$ cat src/rtl/strmatch_pkg.sv
package strmatch_pkg;

    localparam int STR_BYTES = 16;
    localparam int STR_W     = STR_BYTES * 8;
    localparam int N_ENTRIES = 4;
    localparam int TABLE_W   = N_ENTRIES * STR_W;

    typedef logic [STR_W-1:0]     str_t;
    typedef logic [N_ENTRIES-1:0] hitvec_t;

    typedef struct packed {
        logic    valid;
        logic    any;
        hitvec_t vec;
    } match_res_t;

    // Entry i: every byte is 'A' + i.
    function automatic logic [TABLE_W-1:0] default_table();
        logic [TABLE_W-1:0] t;
        t = '0;
        for (int i = 0; i < N_ENTRIES; i++) begin
            for (int b = 0; b < STR_BYTES; b++) begin
                t[i*STR_W + b*8 +: 8] = 8'(8'h41 + i);
            end
        end
        return t;
    endfunction

endpackage

$ cat src/rtl/strmatch_store.sv
module strmatch_store #(
    parameter int N = 4,
    parameter int W = 128,
    parameter logic [N*W-1:0] INIT = '0
) (
    input  logic           clk,
    input  logic           rst,
    input  logic           wr_en,
    input  logic [W-1:0]   wr_data,
    output logic [N*W-1:0] table_q
);
    localparam int PTR_W = (N > 1) ? $clog2(N) : 1;
    localparam logic [PTR_W-1:0] LAST = PTR_W'(N - 1);

    logic [W-1:0]     slot [N];
    logic [PTR_W-1:0] wptr;

    always_ff @(posedge clk) begin
        if (rst) begin
            wptr <= '0;
        end else if (wr_en) begin
            wptr <= (wptr == LAST) ? '0 : wptr + 1'b1;
        end
    end

    for (genvar i = 0; i < N; i++) begin : g_slot
        always_ff @(posedge clk) begin
            if (rst) begin
                slot[i] <= INIT[i*W +: W];
            end else if (wr_en && (wptr == PTR_W'(i))) begin
                slot[i] <= wr_data;
            end
        end
        assign table_q[i*W +: W] = slot[i];
    end


    ptr_range_chk: assert property (@(posedge clk) disable iff (rst)
        wptr <= LAST);


    ptr_step_chk: assert property (@(posedge clk) disable iff (rst)
        wr_en |=> wptr == (($past(wptr) == LAST) ? '0 : $past(wptr) + 1'b1));


    ptr_hold_chk: assert property (@(posedge clk) disable iff (rst)
        !wr_en |=> $stable(wptr));


    slot_write_chk: assert property (@(posedge clk) disable iff (rst)
        wr_en |=> slot[$past(wptr)] == $past(wr_data));

endmodule

$ cat src/rtl/strmatch_cmp.sv
module strmatch_cmp #(
    parameter int N = 4,
    parameter int W = 128
) (
    input  logic [N*W-1:0] table_q,
    input  logic [W-1:0]   query,
    output logic [N-1:0]   eq
);
    for (genvar i = 0; i < N; i++) begin : g_cmp
        assign eq[i] = (table_q[i*W +: W] == query);
    end
endmodule

$ cat src/rtl/string_set_matcher.sv
module string_set_matcher
    import strmatch_pkg::*;
#(
    parameter logic [TABLE_W-1:0] INIT_TABLE = default_table()
) (
    input  logic                 clk,
    input  logic                 rst,
    input  logic                 push_valid,
    input  logic [STR_W-1:0]     push_str,
    input  logic                 qry_valid,
    input  logic [STR_W-1:0]     qry_str,
    output logic                 res_valid,
    output logic                 res_any,
    output logic [N_ENTRIES-1:0] res_vec
);
    logic [TABLE_W-1:0] table_q;
    hitvec_t            eq;
    match_res_t         res_q;

    strmatch_store #(.N(N_ENTRIES), .W(STR_W), .INIT(INIT_TABLE)) u_store (
        .clk     (clk),
        .rst     (rst),
        .wr_en   (push_valid),
        .wr_data (push_str),
        .table_q (table_q)
    );

    strmatch_cmp #(.N(N_ENTRIES), .W(STR_W)) u_cmp (
        .table_q (table_q),
        .query   (qry_str),
        .eq      (eq)
    );

    always_ff @(posedge clk) begin
        if (rst) begin
            res_q <= '0;
        end else begin
            res_q.valid <= qry_valid;
            if (qry_valid) begin
                res_q.any <= |eq;
                res_q.vec <= eq;
            end
        end
    end

    assign res_valid = res_q.valid;
    assign res_any   = res_q.any;
    assign res_vec   = res_q.vec;


    valid_follow_chk: assert property (@(posedge clk) disable iff (rst)
        qry_valid |=> res_valid);


    valid_idle_chk: assert property (@(posedge clk) disable iff (rst)
        !qry_valid |=> !res_valid);


    any_or_chk: assert property (@(posedge clk) disable iff (rst)
        res_any == (res_vec != '0));


    result_hold_chk: assert property (@(posedge clk) disable iff (rst)
        !qry_valid |=> $stable(res_vec) && $stable(res_any));

endmodule

$ cat config.mk
export PLATFORM = sky130hd
export DESIGN_NAME = string_set_matcher
export DESIGN_NICKNAME = d
export VERILOG_FILES = /design/src/rtl/strmatch_pkg.sv /design/src/rtl/strmatch_store.sv /design/src/rtl/strmatch_cmp.sv /design/src/rtl/string_set_matcher.sv
export SDC_FILE = /design/constraint.sdc
export NUM_CORES = 1
export LEC_CHECK = 0
export ABC_AREA = 1
export BUFFER_PORTS_ARGS = -buffer_cell sky130_fd_sc_hd__buf_2
export CORE_UTILIZATION = 45
export DETAILED_ROUTE_END_ITERATION = 10
export SYNTH_ARGS = -nofsm -noshare
export SYNTH_HDL_FRONTEND = slang
export SYNTH_HIERARCHICAL = 1
export SYNTH_SLANG_ARGS = --single-unit
$ cat constraint.sdc
create_clock -name clk -period 4.5 [get_ports clk]
set_input_delay 0.225 -clock clk [delete_from_list [all_inputs] [get_ports clk]]
set_output_delay 0.225 -clock clk [all_outputs]
set_load 0.02 [all_outputs]
# --- Word level (Yosys, flattened, before mapping) ---
# Memories as Yosys holds them, arrays and structs flattened.
# Cells that the tools add are included.
classes:
  addsub: 1
  eq_ne: 7
  muxes: 19
  bitwise_logic: 4
  n_reduce_logical: 6
op_table:
  columns: ["cell", "count"]
  rows:
  - ["== test 128 bit", 4]
  - ["two-way mux 128 bit", 4]
  - ["two-way mux 1 bit", 14]
  - ["== test 2 bit (second input constant)", 2]
  - ["logical AND 1 bit", 4]
  - ["bitwise OR 1 bit", 4]
  - ["OR reduction 4 bit", 1]
  - ["adder 2 x 1 -> 2 bit (second input constant)", 1]
  - ["== test 2 x 1 -> 1 bit (second input constant)", 1]
  - ["logical NOT 2 bit", 1]
  - ["two-way mux 2 bit", 1]
totals:
  reg_bits: 8
  mem_bits_rw: 512
  in_bits: 260
  out_inout_bits: 6
  elab_cells: 42
  n_memories: 1
memory_table:
  columns: ["name", "depth", "word_bits", "rd", "rd_clocked_by_memory_dff", "write_ports", "line_no", "source"]
  rows:
  - ["u_store.slot", 4, 128, 4, 0, 4, "strmatch_store.sv:15", "logic [W-1:0] slot [N];"]

# --- Depth between registers and ports, before layout ---
# Gate-level depths: netlist of run 1.
depth:
  ltp_word: 6
  mapped_depth: 15

# --- Hierarchy ---
# The synthesis of run 1 kept the hierarchy.
modules_own_cells:
  columns: ["mod", "instances", "cells_each", "area_each_um2", "seq_area_each_um2"]
  rows:
  - ["strmatch_store", 1, 1238, 18318.8, 15414.8]
  - ["strmatch_cmp", 1, 2139, 8886.0, 0.0]
  - ["string_set_matcher", 1, 29, 212.7, 120.1]

# --- Least setup slack after synthesis of run 1 ---
# OpenSTA, ideal clock, no wires.
synth_timing:
  kind: "register -> register"
  start: "register u_store.wptr[0]"
  end: "memory u_store.slot[0][0] (enable)"
  setup_time_ns: 1.121
  arrival_ns: 2.778
  path_slack_ns: 0.602
  stages_incl_launch_ff: 5
  n_path_buf: 0
  cell_sequence: "dfxtp_1 > inv_1 > ha_1 > nand2_1 > nand2_1"
synth_lines:
  columns: ["item", "line_no", "source"]
  rows:
  - ["from (decl)", "strmatch_store.sv:16", "logic [PTR_W-1:0] wptr;"]
  - ["from (signal assigned)", "strmatch_store.sv:22", "wptr <= (wptr == LAST) ? '0 : wptr + 1'b1;"]
  - ["to (decl)", "strmatch_store.sv:15", null]

==> results.md, run 1 <==
- Post-CTS Setup Repair Bufs: 0
- Setup Skew: 0.005625 ns
- Power Internal: 0.008650 W
- Critical path's largest stage delay: 0.96 ns
- Post-route non-filler standard cell count: 4650
- Number of global-route vias before repair: 20425
- Switch Pwr: 0.002829 W
- Sw frac: 0.2465
- Comb pwr share: 0.114
- Die height: 248.8 um
- Final HPWL DP: 48360 um
- Placed cell count: 4416
- Vias per cell: 4.591
- Met1 GRT Util: 0.3116
- CP Data Required Time: about 4.8 ns
- Netlist cell types: 19
- I/O Buffers: 265
- YS warnings: 6
- Final Critical Period: between 2 and 3 ns
- Core Footprint: 60250 um2
- Grt met3 use: 0.03772
- Cell Rows: 90
- Crit-path max FO: 43
- CTS tree: yes
- #FFs+latches synth: 520
- GRT overflow: 0
- Most used DFF post-synth: edfxtp_1
- Syn_nets: 3670
- RD Place Congestion: 0.8304
- Clk pwr share: 0.389
- Gr busiest metal: met2
- First-pass GRT wire length: roughly 110000 um
- Max frequency: 381.1 MHz
- Multi-input gate area: 9499 um2
- Area Growth Syn to Fin: 19.16%
- Initial antenna violation count: 12
- Final setup margin: 1.876 ns
- Hold_ws: 0.04116 ns
- DRT Pass-1 Iters: 5
- Critical path endpoint category: flop
- WL final: 73570 um
- Worst hold path class: in2reg
- Setup TNS: 0 ns
- Ports: 266
- DIE AREA: slightly above 60000 um2
- Fillers: 5604
- Max VDD drop: 0.2849 mV
- Sequential share of power: 0.497
- Maxcap violations: 0
- P per Cell Area: 351.4 nW/um2
- Largest net degree at the start of global routing: 64
- Clk sinks: 520
- Gr usage total: 0.2373
- Clock Tree Buf Depth: 3
- Post-synthesis cell area: 27420 um2
- Initial DRC count: about 1100
- Crit Path Class: in2reg
- Remaining DRCs: 0
- Most instantiated cells after synthesis: nand2_1 (1359), nor2_1 (705), edfxtp_1 (512)
- Cts bufs inserted: 57
- DR vias: between 20000 and 25000
- Arr. time, crit path: 2.93 ns
- Nets: 4083
- RSZ-0062 raised after global routing: false
- FF/Latch Area: 15530 um2
- Most used cell along the critical path: inv_2
- CP Launch Type: input port
- Reg clk slew, reported paths: 0.06 ns
- Die width: 248.8 um
- Synth top area share: 0.5608
- CTS Root Cell: clkbuf_16
- Count leader, synth: nand2_1
- Final Hold Vio Count: 0
- EDFF count, synth: 512
- Critical path cell sequence: dlygate4sd3_1 -> buf_2 -> inv_2 -> nand3_4 -> inv_2 -> nand2_1
- CTS H-tree depth: 2
- Wire per inst: 15.82 um
- Share of layout cells above drive strength 1: 0.1137
- Worst path slowest cell: inv_2
- Least-Margin Pin Slew: around 1.0 ns
- Initial Util: 0.4551
- Post-synthesis sequential area ratio: 0.5666
- Biggest area consumer among synthesized cells: edfxtp_1
- Post-route ant nets: 0
- Leakage power: 15.81 nW
- Setup-failing EPs final: 0
- Top cells by area, synth: edfxtp_1 (56%), nand2_1 (19%), nor2_1 (9.7%)
- Run status: finished, final reports clean
- Met2 usage: 0.3991
- DP Area: around 30000 um2
- Setup WS pre-CTS: 1.781 ns
- Later-pin clock latency in the skew report: 0.60 ns
- CTS resizes: 0
- Synth Instances: 3406
- Number of hold buffers added after cts: 126
- Slew Limit Fails: 0
- Relative slew slack: 0.3024
- Avg Cell Area, Syn: 8.050 um2
- Post-synth ARST share: 0
- Post-route design area: 32670 um2
- Period utilisation layout: 0.5832
critical path: cells and delay by family:
kind	cells	cell delay, ns
buf+inv	4	1.94
simple gates	2	0.73
layer usage:
metal / vias to the layer above / part of all wire / wire length, um
li1: 11039 / - / -
met1: 9711 / 0.44 / 32680
met2: 463 / 0.47 / 34740
met3: 122 / 0.054 / 3956
met4: 12 / 0.029 / 2127
met5: - / 0.00094 / 69
power groups by stage:
stage	clock (W)	combinational, W	sequential [W]
global route	0.00473	0.00148	0.00573
detailed placement	0	0.00123	0.00580
global placement	0	0.00122	0.00580
floorplan	0	0.000738	0.00582
finish	0.00446	0.00131	0.00570
CTS	0.00456	0.00132	0.00570
kinds of logic after synthesis:
kind of cell | after synthesis | synth area share
and+or+nand+nor | 2085 | 0.2879
buffers and inverters | 624 | 0.08913
DFF | 520 | 0.5666
xor gates and xnor gates | 168 | 0.05367
AOI/OAI and AO/OA | 5 | 0.0009126
adders and majority gates | 4 | 0.001825
layout make-up:
type                    instances  share of cell area
flip-flops and latches        520              0.4755
multi-input cells            2262              0.2908
repair buffers                408             0.08464
inverters                     570             0.06549
clock buffers                  75             0.04573
well taps                     782             0.02995
clock inverters                27            0.007468
diodes                          6           0.0004596
flip-flops by register name, indices dropped and copies added (netlist names):
signal and flops:
res_any 1, res_valid 1, res_vec 4, u_store/slot 512, u_store/wptr 2
through the flow:
stage | total power (W) | util
5_1_grt | 0.01194 | 0.5422
6_report | 0.01148 | 0.5423
2_1_floorplan | 0.006557 | -
3_3_place_gp | 0.007016 | 0.4923
3_5_place_dp | 0.007040 | 0.4923
4_1_cts | 0.01159 | 0.5420
path summary, 6_finish.rpt:
path,from,to,slack (ns),cells past startpoint
setup / recovery,rst,u_store/slot[0][24],1.88,6
hold reg to reg,res_vec[3],res_vec[3],0.47,2
setup reg to reg,u_store/wptr[1],u_store/slot[1][112],1.88,6
hold / removal,push_str[99],u_store/slot[0][99],0.04,3
cell usage in the layout, fill, tap and decap left out, types with 6 or more instances in the layout:
master and count:
inv_2 62, edfxtp_1 512, nor2_2 16, xor2_1 168, clkbuf_16 57, nand2_1 1355, clkinv_2 9, inv_1 508
clkbuf_1 18, clkinv_1 13, nor2_1 705, dfxtp_1 8, diode_2 6, dlygate4sd3_1 126, buf_4 13, buf_2 265
(Power assumes the default switching activity.)
==> run 2: changes to the inputs <==
--- a/config.mk
+++ b/config.mk
@@ -9,6 +9,7 @@
 export BUFFER_PORTS_ARGS = -buffer_cell sky130_fd_sc_hd__buf_2
 export CORE_UTILIZATION = 45
 export DETAILED_ROUTE_END_ITERATION = 10
+export PLACE_DENSITY = 0.66
 export SYNTH_ARGS = -nofsm -noshare
 export SYNTH_HDL_FRONTEND = slang
 export SYNTH_HIERARCHICAL = 1
==> constraint.sdc (replaced) <==
create_clock -name clk -period 2.3 [get_ports clk]
set_input_delay 0.115 -clock clk [delete_from_list [all_inputs] [get_ports clk]]
set_output_delay 0.115 -clock clk [all_outputs]
set_load 0.02 [all_outputs]
==> results.md, run 2 (same netlist as run 1, synthesis figures left out) <==
- Max reg flops: 512 (unchanged)
- Sequential share of power: 0.486 (-0.011)
- Post-CTS Setup Repair Bufs: 0 (unchanged)
- WL final: 74180 um (+0.83%)
- Later-pin clock latency in the skew report: 0.61 ns (about the same)
- Final HPWL DP: 49590 um (+2.6%)
- Relative slew slack: 0.5736 (+0.2712)
- Final Hold Vio Count: 0 (unchanged)
- Clock Tree Buf Depth: 3 (unchanged)
- Crit Path Class: reg2reg
- Run status: finished, final reports clean
- RD Place Congestion: 0.8302 (about the same)
- Die height: 248.8 um (unchanged)
- Commonest non-fill, non-tap cell in the layout: nand2_1
- Slew Limit Fails: 0 (unchanged)
- I/O Buffers: 265 (unchanged)
- Critical path's largest stage delay: 0.39 ns (-0.57 ns)
- DR vias: 21765 (+2.0%)
- Arr. time, crit path: 2.48 ns (-0.45 ns)
- Period utilisation layout: 0.8358
- Post-route ant nets: 0 (unchanged)
- Nets: 4109 (+0.64%)
- Util after Layout: 0.5520 (+0.009719)
- Cell Rows: 90 (unchanged)
- Vias per cell: 4.650 (+1.3%)
- Setup Skew: 0.01976 ns (+0.01413 ns)
- CTS resizes: 0 (unchanged)
- Worst hold path class: in2reg
- Max VDD drop: 0.5721 mV (+100%)
- Initial antenna violation count: 21 (+9)
- Gr usage total: 0.2395 (+0.002201)
- Clk pwr share: 0.397 (+0.008)
- Clk sinks: 520 (unchanged)
- Initial Util: 0.4551 (unchanged)
- Largest net degree at the start of global routing: 97 (+52%)
- Crit-path max FO: 2 (-95%)
- Wire per inst: 15.85 um (+0.17%)
- CTS H-tree depth: 2 (unchanged)
- Fillers: 5363 (-4.3%)
- Share of layout cells above drive strength 1: 0.1205 (+0.006863)
- CTS tree: yes
- Number of hold buffers added after cts: 131 (+4.0%)
- Comb pwr share: 0.117 (+0.003)
- DRT Pass-1 Iters: 5 (unchanged)
- Ports: 266 (unchanged)
- Die width: 248.8 um (unchanged)
- Reg clk slew, reported paths: 0.06 ns (about the same)
- Most used cell along the critical path: nand2_1
- Setup TNS: 0 ns (unchanged)
- Final Critical Period: 1.922 ns
- Critical path cell sequence: nand2_1 -> nand2_1 -> nor2_1 -> nand2_1 -> nor2_1 -> nand2_1 -> nor2_1 -> nand2_1 -> nor2_2 -> nor2_1 -> nand3_1 -> nand2_1 -> inv_1
- DIE AREA: 61920 um2 (unchanged)
- Worst path slowest cell: edfxtp_1
- Most frequent cells in the layout: nand2_1 (1355), nor2_1 (705), edfxtp_1 (512)
- CP Launch Type: flop
- Remaining DRCs: 0 (unchanged)
- Area Growth Syn to Fin: 21.29%
- Max frequency: ~520 MHz
- Switch Pwr: 0.005644 W (+99%)
- Sw frac: 0.2459 (-0.0005438)
- CP Data Required Time: 2.86 ns (-1.95 ns)
- RSZ-0062 raised after global routing: false
- Power Internal: 0.01731 W (+100%)
- Maxcap violations: 0 (unchanged)
- Cts bufs inserted: 56 (-1.8%)
- Initial DRC count: 1501 (+32%)
- GRT overflow: 0 (unchanged)
- CTS Root Cell: clkbuf_16
- Setup-failing EPs final: 0 (unchanged)
- Largest Register: u_store/slot
- Leakage power: 16.07 nW (+1.7%)
- First-pass GRT wire length: 113700 um (+1.6%)
- Number of global-route vias before repair: 20961 (+2.6%)
- Critical path endpoint category: flop
- Core Footprint: 60250 um2 (unchanged)
- P per Cell Area: 690.1 nW/um2 (+96%)
- Least-Margin Pin Slew: 0.6395 ns (-0.4069 ns)
[run 2: cell count changes in the layout (fill, tap and decap cells not counted)]
cell / previous run / this run
buf_4: 13 / 17
nand2_4: 4 / 0
dlygate4sd3_1: 126 / 131
nand2_8: 0 / 4
buf_12: 4 / 22
clkinvlp_4: 0 / 2
clkinv_2: 9 / 10
inv_6: 0 / 2
diode_2: 6 / 8
bufinv_16: 5 / 8
clkinv_1: 13 / 20
clkbuf_1: 18 / 5
[run 2: final timing paths]
path	start	endpoint	slack (ns)	cells after the start
setup reg to reg	u_store/slot[3][94]	res_any	0.38	13
setup / recovery	u_store/slot[3][94]	res_any	0.38	13
hold reg to reg	res_vec[3]	res_vec[3]	0.52	2
hold / removal	qry_str[46]	res_vec[3]	0.24	12
[run 2: power by group through the flow]
stage / registers [W] / clock network [W] / logic (W)
detailed placement: 0.0114 / 0 / 0.00251
CTS: 0.0112 / 0.00928 / 0.00270
floorplan: 0.0113 / 0 / 0.00145
global route: 0.0112 / 0.00962 / 0.00301
finish: 0.0112 / 0.00911 / 0.00269
global placement: 0.0113 / 0 / 0.00249
[run 2: final cells by class]
type	instances	area (um2)	area share
repair buffers	435	3206	0.09639
flip-flops and latches	520	15530	0.4671
clock inverters	42	397.9	0.01196
well taps	782	978.4	0.02942
inverters	570	2140	0.06434
clock buffers	62	1445	0.04346
diodes	8	20.02	0.0006020
multi-input cells	2262	9534	0.2867
[run 2: per-layer routing]
metal	routed length, um	vias up	GRT usage
met5	136	-	0
met4	1554	22	0.06264
met3	4520	132	0.03887
met2	36410	605	0.4202
met1	31560	9903	0.3066
li1	-	11103	-
[run 2: stage by stage]
| stage | cell area, um2 | hold WS, ns | setup slack [ns] | power (W) | std cells |
|---|---|---|---|---|---|
| final | 33260 | 0.2357 | 0.3777 | 0.02295 | 4681 |
| after global routing | 33250 | 0.2984 | 0.2343 | 0.02384 | 4680 |
| after CTS | 33240 | 0.1885 | 0.3679 | 0.02313 | 4673 |
| after detailed placement | 30080 | 0.3413 | 0.3851 | 0.01387 | 4438 |
| after global placement | 30080 | 0.3428 | 0.4338 | 0.01382 | 4438 |
| after floorplan | 27450 | 0.1841 | 0.3409 | 0.01277 | 3406 |
[run 2: worst max-delay path, delay by kind of cell (launching register included)]
kind / cells / cell delay, ns
simple gates: 12 / 1.44
buf+inv: 1 / 0.05
flops: 1 / 0.39
